$ cat config.mk
export PLATFORM = sky130hd
export DESIGN_NAME = ca_pair_sequencer
export DESIGN_NICKNAME = d
export VERILOG_FILES = /design/src/rtl/ca_seq_pkg.sv /design/src/rtl/ca_bank_table.sv /design/src/rtl/ca_req_check.sv /design/src/rtl/ca_beat_gen.sv /design/src/rtl/ca_pair_sequencer.sv
export SDC_FILE = /design/constraint.sdc
export NUM_CORES = 1
export LEC_CHECK = 0
export BUFFER_PORTS_ARGS = -buffer_cell sky130_fd_sc_hd__buf_4
export CORE_AREA = 3 3 188 190
export DETAILED_ROUTE_END_ITERATION = 10
export DIE_AREA = 0 0 191 193
export HOLD_SLACK_MARGIN = 0.05
export PLACE_DENSITY_LB_ADDON = 0.15
export SLEW_MARGIN = 20
export SYNTH_ARGS = -nofsm -noshare
export SYNTH_HDL_FRONTEND = slang
export SYNTH_SLANG_ARGS = --single-unit
$ cat constraint.sdc
create_clock -name clk -period 3.9 [get_ports clk]
set_clock_uncertainty 0.05 [all_clocks]
set_input_delay 0.195 -clock clk [delete_from_list [all_inputs] [get_ports clk]]
set_output_delay 0.195 -clock clk [all_outputs]
set_load 0.02 [all_outputs]
$ cat src/rtl/ca_seq_pkg.sv
package ca_seq_pkg;
   localparam int CA_W      = 6;
   localparam int OPC_W     = 3;
   localparam int ROW_FLD_W = 15;
   localparam int COL_FLD_W = 10;
   localparam int BANK_FLD_W = 3;
   localparam int SLOTS     = 4;
   localparam int SLOT_W    = $clog2(SLOTS);

   typedef enum logic [1:0] {
      K_OPEN = 2'b00,
      K_RD   = 2'b01,
      K_WR   = 2'b10,
      K_MRD  = 2'b11
   } req_kind_e;

   typedef enum logic [2:0] {
      C_OPEN1 = 3'd0,
      C_OPEN2 = 3'd1,
      C_RD    = 3'd2,
      C_WR    = 3'd3,
      C_MRD   = 3'd4,
      C_HALF2 = 3'd5
   } cmd_e;

   typedef struct packed {
      logic [BANK_FLD_W-1:0] bank;
      logic [ROW_FLD_W-1:0]  row;
      logic [COL_FLD_W-1:0]  col;
   } fields_t;
endpackage

$ cat src/rtl/ca_bank_table.sv
module ca_bank_table
   import ca_seq_pkg::*;
#(
   parameter int BANK_W = 3,
   parameter int ROW_W  = 15,
   localparam int NBANK = 1 << BANK_W
)(
   input  logic              clk,
   input  logic              rst_n,
   input  logic [BANK_W-1:0] lk_bank,
   output logic              lk_open,
   output logic [ROW_W-1:0]  lk_row,
   input  logic              upd_en,
   input  logic [BANK_W-1:0] upd_bank,
   input  logic [ROW_W-1:0]  upd_row
);
   logic             open_q [NBANK];
   logic [ROW_W-1:0] row_q  [NBANK];

   for (genvar b = 0; b < NBANK; b++) begin : g_bank
      always_ff @(posedge clk) begin
         if (!rst_n) begin
            open_q[b] <= 1'b0;
            row_q[b]  <= '0;
         end else if (upd_en && (upd_bank == BANK_W'(b))) begin
            open_q[b] <= 1'b1;
            row_q[b]  <= upd_row;
         end
      end
   end

   assign lk_open = open_q[lk_bank];
   assign lk_row  = row_q[lk_bank];

   // the sequencer never asks to open a bank that is already open
   p_no_reopen_r4: assert property (@(posedge clk) disable iff (!rst_n)
      upd_en |-> !open_q[upd_bank]);
endmodule

$ cat src/rtl/ca_req_check.sv
module ca_req_check
   import ca_seq_pkg::*;
(
   input  req_kind_e               kind,
   input  logic [COL_FLD_W-1:0]    col,
   input  logic                    bank_open,
   input  logic                    row_hit,
   output logic                    err,
   output logic                    need_open,
   output logic                    sets_bank,
   output cmd_e [SLOTS-1:0]        cmds,
   output logic [SLOT_W-1:0]       last_slot
);
   localparam int RD_ALIGN = 2;
   localparam int WR_ALIGN = 4;

   logic rd_misaligned, wr_misaligned, col_nonzero;

   always_comb begin
      rd_misaligned = |col[RD_ALIGN-1:0];
      wr_misaligned = |col[WR_ALIGN-1:0];
      col_nonzero   = |col;
   end

   always_comb begin
      err       = 1'b0;
      need_open = 1'b0;
      sets_bank = 1'b0;
      last_slot = SLOT_W'(1);
      for (int i = 0; i < SLOTS; i++) cmds[i] = C_HALF2;
      unique case (kind)
         K_OPEN: begin
            err       = bank_open;
            sets_bank = !bank_open;
            cmds[0]   = C_OPEN1;
            cmds[1]   = C_OPEN2;
         end
         K_RD, K_WR: begin
            err = ((kind == K_RD) ? rd_misaligned : wr_misaligned)
                  || (bank_open && !row_hit);
            need_open = !bank_open;
            sets_bank = !err && !bank_open;
            if (!bank_open) begin
               cmds[0]   = C_OPEN1;
               cmds[1]   = C_OPEN2;
               cmds[2]   = (kind == K_RD) ? C_RD : C_WR;
               cmds[3]   = C_HALF2;
               last_slot = SLOT_W'(3);
            end else begin
               cmds[0] = (kind == K_RD) ? C_RD : C_WR;
               cmds[1] = C_HALF2;
            end
         end
         K_MRD: begin
            err     = col_nonzero;
            cmds[0] = C_MRD;
            cmds[1] = C_HALF2;
         end
         default: err = 1'b1;
      endcase
   end
endmodule

$ cat src/rtl/ca_beat_gen.sv
module ca_beat_gen
   import ca_seq_pkg::*;
#(
   parameter logic [OPC_W-1:0] OP_OPEN1 = 3'd1,
   parameter logic [OPC_W-1:0] OP_OPEN2 = 3'd2,
   parameter logic [OPC_W-1:0] OP_RD    = 3'd3,
   parameter logic [OPC_W-1:0] OP_WR    = 3'd4,
   parameter logic [OPC_W-1:0] OP_MRD   = 3'd5,
   parameter logic [OPC_W-1:0] OP_HALF2 = 3'd6
)(
   input  cmd_e             cmd,
   input  logic             second,
   input  fields_t          f,
   output logic [CA_W-1:0]  ca
);
   localparam int PAY_W = CA_W - OPC_W;

   logic [OPC_W-1:0] opc;
   logic [PAY_W-1:0] pay0;
   logic [CA_W-1:0]  pay1;

   always_comb begin
      opc  = OP_HALF2;
      pay0 = '0;
      pay1 = '0;
      unique case (cmd)
         C_OPEN1: begin opc = OP_OPEN1; pay0 = f.bank;      pay1 = f.row[14:9]; end
         C_OPEN2: begin opc = OP_OPEN2; pay0 = f.row[8:6];  pay1 = f.row[5:0];  end
         C_RD:    begin opc = OP_RD;    pay0 = f.bank;      pay1 = f.col[9:4];  end
         C_WR:    begin opc = OP_WR;    pay0 = f.bank;      pay1 = f.col[9:4];  end
         C_MRD:   begin opc = OP_MRD;   pay0 = '0;          pay1 = f.row[5:0];  end
         C_HALF2: begin opc = OP_HALF2; pay0 = '0;          pay1 = {f.col[3:2], 4'b0000}; end
         default: begin opc = OP_HALF2; pay0 = '0;          pay1 = '0; end
      endcase
      ca = second ? pay1 : {opc, pay0};
   end
endmodule

$ cat src/rtl/ca_pair_sequencer.sv
module ca_pair_sequencer
   import ca_seq_pkg::*;
#(
   parameter int BANK_W = 3,
   parameter int ROW_W  = 15,
   parameter int COL_W  = 10,
   parameter logic [2:0] OP_OPEN1 = 3'd1,
   parameter logic [2:0] OP_OPEN2 = 3'd2,
   parameter logic [2:0] OP_RD    = 3'd3,
   parameter logic [2:0] OP_WR    = 3'd4,
   parameter logic [2:0] OP_MRD   = 3'd5,
   parameter logic [2:0] OP_HALF2 = 3'd6,
   parameter logic [5:0] IDLE_CA  = 6'b000000
)(
   input  logic              clk,
   input  logic              rst_n,
   input  logic              req_valid,
   output logic              req_ready,
   input  logic [1:0]        req_kind,
   input  logic [BANK_W-1:0] req_bank,
   input  logic [ROW_W-1:0]  req_row,
   input  logic [COL_W-1:0]  req_col,
   output logic              rsp_valid,
   output logic              rsp_err,
   output logic              mem_cs,
   output logic [5:0]        mem_ca
);
   // elaboration-time parameter checks
   if (BANK_W < 1 || BANK_W > BANK_FLD_W) begin : g_bad_bank
      $error("BANK_W out of range");
   end
   if (ROW_W < 9 || ROW_W > ROW_FLD_W) begin : g_bad_row
      $error("ROW_W out of range");
   end
   if (COL_W < 4 || COL_W > COL_FLD_W) begin : g_bad_col
      $error("COL_W out of range");
   end
   if (OP_HALF2 == OP_RD || OP_HALF2 == OP_WR || OP_HALF2 == OP_MRD ||
       OP_HALF2 == OP_OPEN1 || OP_HALF2 == OP_OPEN2 || OP_RD == OP_WR) begin : g_bad_op
      $error("opcode parameters collide");
   end

   fields_t             req_f;
   logic                accept;
   logic                tb_open;
   logic [ROW_W-1:0]    tb_row;
   logic                chk_err, chk_need_open, chk_sets;
   cmd_e [SLOTS-1:0]    chk_cmds;
   logic [SLOT_W-1:0]   chk_last;

   logic                busy_q, second_q, rsp_v_q, rsp_e_q;
   logic [SLOT_W-1:0]   slot_q, last_q;
   cmd_e [SLOTS-1:0]    cmds_q;
   fields_t             f_q;
   logic [CA_W-1:0]     beat_ca;

   always_comb begin
      req_f.bank = BANK_FLD_W'(req_bank);
      req_f.row  = ROW_FLD_W'(req_row);
      req_f.col  = COL_FLD_W'(req_col);
   end

   assign req_ready = !busy_q;
   assign accept    = req_valid && req_ready;

   ca_bank_table #(.BANK_W(BANK_W), .ROW_W(ROW_W)) u_banks (
      .clk      (clk),
      .rst_n    (rst_n),
      .lk_bank  (req_bank),
      .lk_open  (tb_open),
      .lk_row   (tb_row),
      .upd_en   (accept && chk_sets),
      .upd_bank (req_bank),
      .upd_row  (req_row)
   );

   ca_req_check u_check (
      .kind      (req_kind_e'(req_kind)),
      .col       (req_f.col),
      .bank_open (tb_open),
      .row_hit   (tb_row == req_row),
      .err       (chk_err),
      .need_open (chk_need_open),
      .sets_bank (chk_sets),
      .cmds      (chk_cmds),
      .last_slot (chk_last)
   );

   always_ff @(posedge clk) begin
      if (!rst_n) begin
         busy_q   <= 1'b0;
         second_q <= 1'b0;
         slot_q   <= '0;
         last_q   <= '0;
         rsp_v_q  <= 1'b0;
         rsp_e_q  <= 1'b0;
         f_q      <= '0;
         for (int i = 0; i < SLOTS; i++) cmds_q[i] <= C_HALF2;
      end else begin
         rsp_v_q <= 1'b0;
         if (accept) begin
            rsp_v_q <= 1'b1;
            rsp_e_q <= chk_err;
            if (!chk_err) begin
               busy_q   <= 1'b1;
               second_q <= 1'b0;
               slot_q   <= '0;
               last_q   <= chk_last;
               cmds_q   <= chk_cmds;
               f_q      <= req_f;
            end
         end else if (busy_q) begin
            if (second_q) begin
               second_q <= 1'b0;
               if (slot_q == last_q) busy_q <= 1'b0;
               else                  slot_q <= slot_q + 1'b1;
            end else begin
               second_q <= 1'b1;
            end
         end
      end
   end

   ca_beat_gen #(
      .OP_OPEN1(OP_OPEN1), .OP_OPEN2(OP_OPEN2), .OP_RD(OP_RD),
      .OP_WR(OP_WR), .OP_MRD(OP_MRD), .OP_HALF2(OP_HALF2)
   ) u_beat (
      .cmd    (cmds_q[slot_q]),
      .second (second_q),
      .f      (f_q),
      .ca     (beat_ca)
   );

   assign mem_cs    = busy_q && !second_q;
   assign mem_ca    = busy_q ? beat_ca : IDLE_CA;
   assign rsp_valid = rsp_v_q;
   assign rsp_err   = rsp_e_q;

   // chip select marks only the first cycle of a command
   p_cs_single_r2: assert property (@(posedge clk) disable iff (!rst_n)
      mem_cs |=> !mem_cs);

   // a refusal drives no command
   p_reject_quiet_r10: assert property (@(posedge clk) disable iff (!rst_n)
      (rsp_valid && rsp_err) |-> (!mem_cs && req_ready));

   // no new request is taken while a command is on the bus
   p_ready_low_r11: assert property (@(posedge clk) disable iff (!rst_n)
      mem_cs |-> !req_ready);

   // a response follows only an accepted request
   p_rsp_after_accept_r11: assert property (@(posedge clk) disable iff (!rst_n)
      rsp_valid |-> $past(req_valid && req_ready));

   // transfer commands are followed directly by the second-half command
   p_half_follows_r12: assert property (@(posedge clk) disable iff (!rst_n)
      (mem_cs && (mem_ca[5:3] == OP_RD || mem_ca[5:3] == OP_WR || mem_ca[5:3] == OP_MRD))
      |=> ##1 (mem_cs && mem_ca[5:3] == OP_HALF2));

   // an open prepended to a transfer always shows up as open-1 first
   p_open_first_r5: assert property (@(posedge clk) disable iff (!rst_n)
      (accept && !chk_err && chk_need_open) |=> (mem_cs && mem_ca[5:3] == OP_OPEN1));
endmodule

==> metrics.csv <==
metric,value,unit
status,"finished, final reports clean",
Die W,191,um
worst vdd ir,299,uV
CTS root buffer,clkbuf_16,
LEAKAGE,3.55,nW
Rows,67,
Worst-Margin Slew,1040,ps
grt ovf,0,
vias per std cell,4.66,
Synthesis Warnings,0,
number of flops mapped to enable cells by yosys,127,
DRC Markers,0,
share of layout cells above drive strength 1,18.8,%
Final Hold Fails,0,
Placer Congestion,0.768,
largest area contributor in the netlist,edfxtp_1,
total power,4.16,mW
CP max stage delay,590,ps
total CTS buffers,17,
Max clock buf depth,2,
fin nets,794,
Tot GR Track Use,13.8,%
Initial DRC Count,349,
first-pass detailed-route iteration total,5,
Setup crit start kind,input pin,
Max Cap Viol,0,
Max Slew Vio Count,0,
TNS Setup,0,ps
clock latency on the worst-skew pair,440,ps
syn_area_per_cell,11.5,um^2
RSZ-0062 raised after global routing,no,
crit path max fanout,47,
final period utilization,87.0,%
P&R area growth vs syn,20.4,%
Inserted Diodes,0,
Resized cells post-CTS,0,
crit path buf inv count,3,
Comb power frac,11.3,%
initial antenna violation count,0,
most frequent cell on the critical path,buf_4,
fin crit period,3390,ps
vias in the first global route,5888,
CP Capture Type,flip-flop,
Synth cell types,57,
"top cells by area, synth","edfxtp_1 47%, dfxtp_1 10%, and2_1 9.5%",
initial core utilization,24.1,%
final wirelength,24.6,mm
Reg power frac,48.7,%
H-tree depth,4,
Via Count,5678,
Syn Inst Count,705,
Core Region,33600,um^2
DP Worst Slack,18.9,ps
Crit Path Class,in2reg,
post-synth top area share,47.1,%
Crit path max-delay family,simple AND/OR/NAND/NOR gates,
endpoints failing setup,0,
fmax,0.295,GHz
worst min path class,in2reg,
internal power,3.06,mW
first-pass GRT wire length,37.8,mm
Clock Power Share,40.0,%
setup ws final,508,ps
"Max stage delay cell, worst path",buf_4,
syn_nets,741,
register area share after synthesis,57.2,%
PwrDens,427,nW/um^2
Switching Share,26.3,%
normalized max-slew margin,30.7,%
flop and latch count out of synthesis,168,
I/O Buffers,42,
P_sw,1.09,mW
TritonCTS Sinks,168,
Antenna Nets Post-Route,0,
Post-Syn Area,8100,um^2
dpl hpwl,16.7,mm
total I/O pin count,43,
die area,36900,um^2
"Req. time, crit path",4150,ps
CTS tree,done,
Post-synth ARST share,0,%
largest net degree at the start of global routing,48,
dominant synthesized flop cell,edfxtp_1,
crit path DAT,3650,ps
clk slew on worst S/H paths,70,ps
crit-path cells,buf_4 -> buf_4 -> mux4_2 -> mux2i_1 -> nor4b_2 -> nand3_1 -> nor2_1 -> buf_4 -> and2_1,
die height,193,um
WL per Instance,20.2,um
-- power groups by stage --
stage / logic [mW] / clock network, mW / registers (mW)
after floorplan: 0.286 / 0 / 2.06
after global placement: 0.465 / 0 / 2.06
after detailed placement: 0.467 / 0 / 2.06
after CTS: 0.480 / 1.71 / 2.03
after global routing: 0.519 / 1.78 / 2.03
final: 0.470 / 1.66 / 2.02
-- per-stage QoR --
step           std cells  hold slack [ps]  util [%]  cell area [um^2]
2_1_floorplan        705              293         -              8100
3_3_place_gp        1173              394      26.9              9040
3_5_place_dp        1173              403      26.9              9040
4_1_cts             1219             51.5      29.0              9740
5_1_grt             1219             61.1      29.0              9740
6_report            1219             65.4      29.0              9740
-- flip-flops by register name (all words and copies together), names as in the netlist --
signal	count
u_banks.row_q	120
f_q	26
u_banks.open_q	8
cmds_q	7
slot_q	2
busy_q	1
last_q	1
rsp_err	1
rsp_valid	1
second_q	1
-- logic make-up after synthesis --
family / share of synthesized area, %
and+or+nand+nor: 17.0
buffers and inverters: 3.89
xor gates and xnor gates: 1.41
AOI/OAI and AO/OA: 11.3
muxes: 8.73
DFF: 57.2
adders and majority gates: 0.464
-- Yosys cell counts, drive strengths merged, types with 11 or more instances --
cell	count
nor2	35
edfxtp	127
a21oi	39
buf	21
and2	123
nand3	32
mux2i	38
mux2	13
o21ai	49
a22oi	13
nand2	22
dfxtp	41
o22ai	11
clkbuf	38
-- cells in the final DEF, fill, tap and decap left out, types with 13 or more instances in the layout --
master,instances
dlygate4sd3_1,14
and2_1,123
mux2i_1,38
nor2_1,33
nand2_1,22
dfxtp_1,41
clkbuf_16,17
nand3_1,32
a21oi_1,39
edfxtp_1,127
buf_4,78
o21ai_0,41
a22oi_1,13
-- worst register-to-register path: stages, from the launching register on --
cell and delay, ps:
edfxtp_1 400, mux4_2 510, mux2i_1 180, xor2_1 180, nand2_1 90, or4_4 570, o41a_1 430, buf_4 240
nor2_2 330, mux2i_1 250
-- layout make-up --
type | count | area [um^2]
Fill cell | 3413 | 23900
Sequential cell | 168 | 4630
Multi-Input combinational cell | 470 | 3210
Timing Repair Buffer | 93 | 746
Tap cell | 448 | 561
Clock buffer | 17 | 425
Clock inverter | 15 | 143
Inverter | 8 | 30.0
-- layer usage --
layer / GRT usage [%] / routed length (um) / vias up
li1: - / - / 2677
met1: 18.6 / 11500 / 2868
met2: 22.8 / 12000 / 112
met3: 2.30 / 803 / 21
met4: 4.09 / 403 / 0
met5: 0 / 0 / -
-- path summary, 6_finish.rpt --
check                      startpoint                    to  slack, ps  cells after the start
hold / removal            req_row[14]               f_q[24]         70                      3
setup reg to reg  u_banks.row_q[2][5]             cmds_q[1]        600                      9
hold reg to reg               rsp_err               rsp_err        410                      2
setup / recovery          req_bank[1]  u_banks.row_q[3][10]        510                      9
-- repair_timing --
item | CTS | global route
hold buffers | 14 | 0
endpoints found under the hold margin | 14 | 0
buffers inserted | 0 | 0
Note: power is estimated with default switching activity, not from simulation.
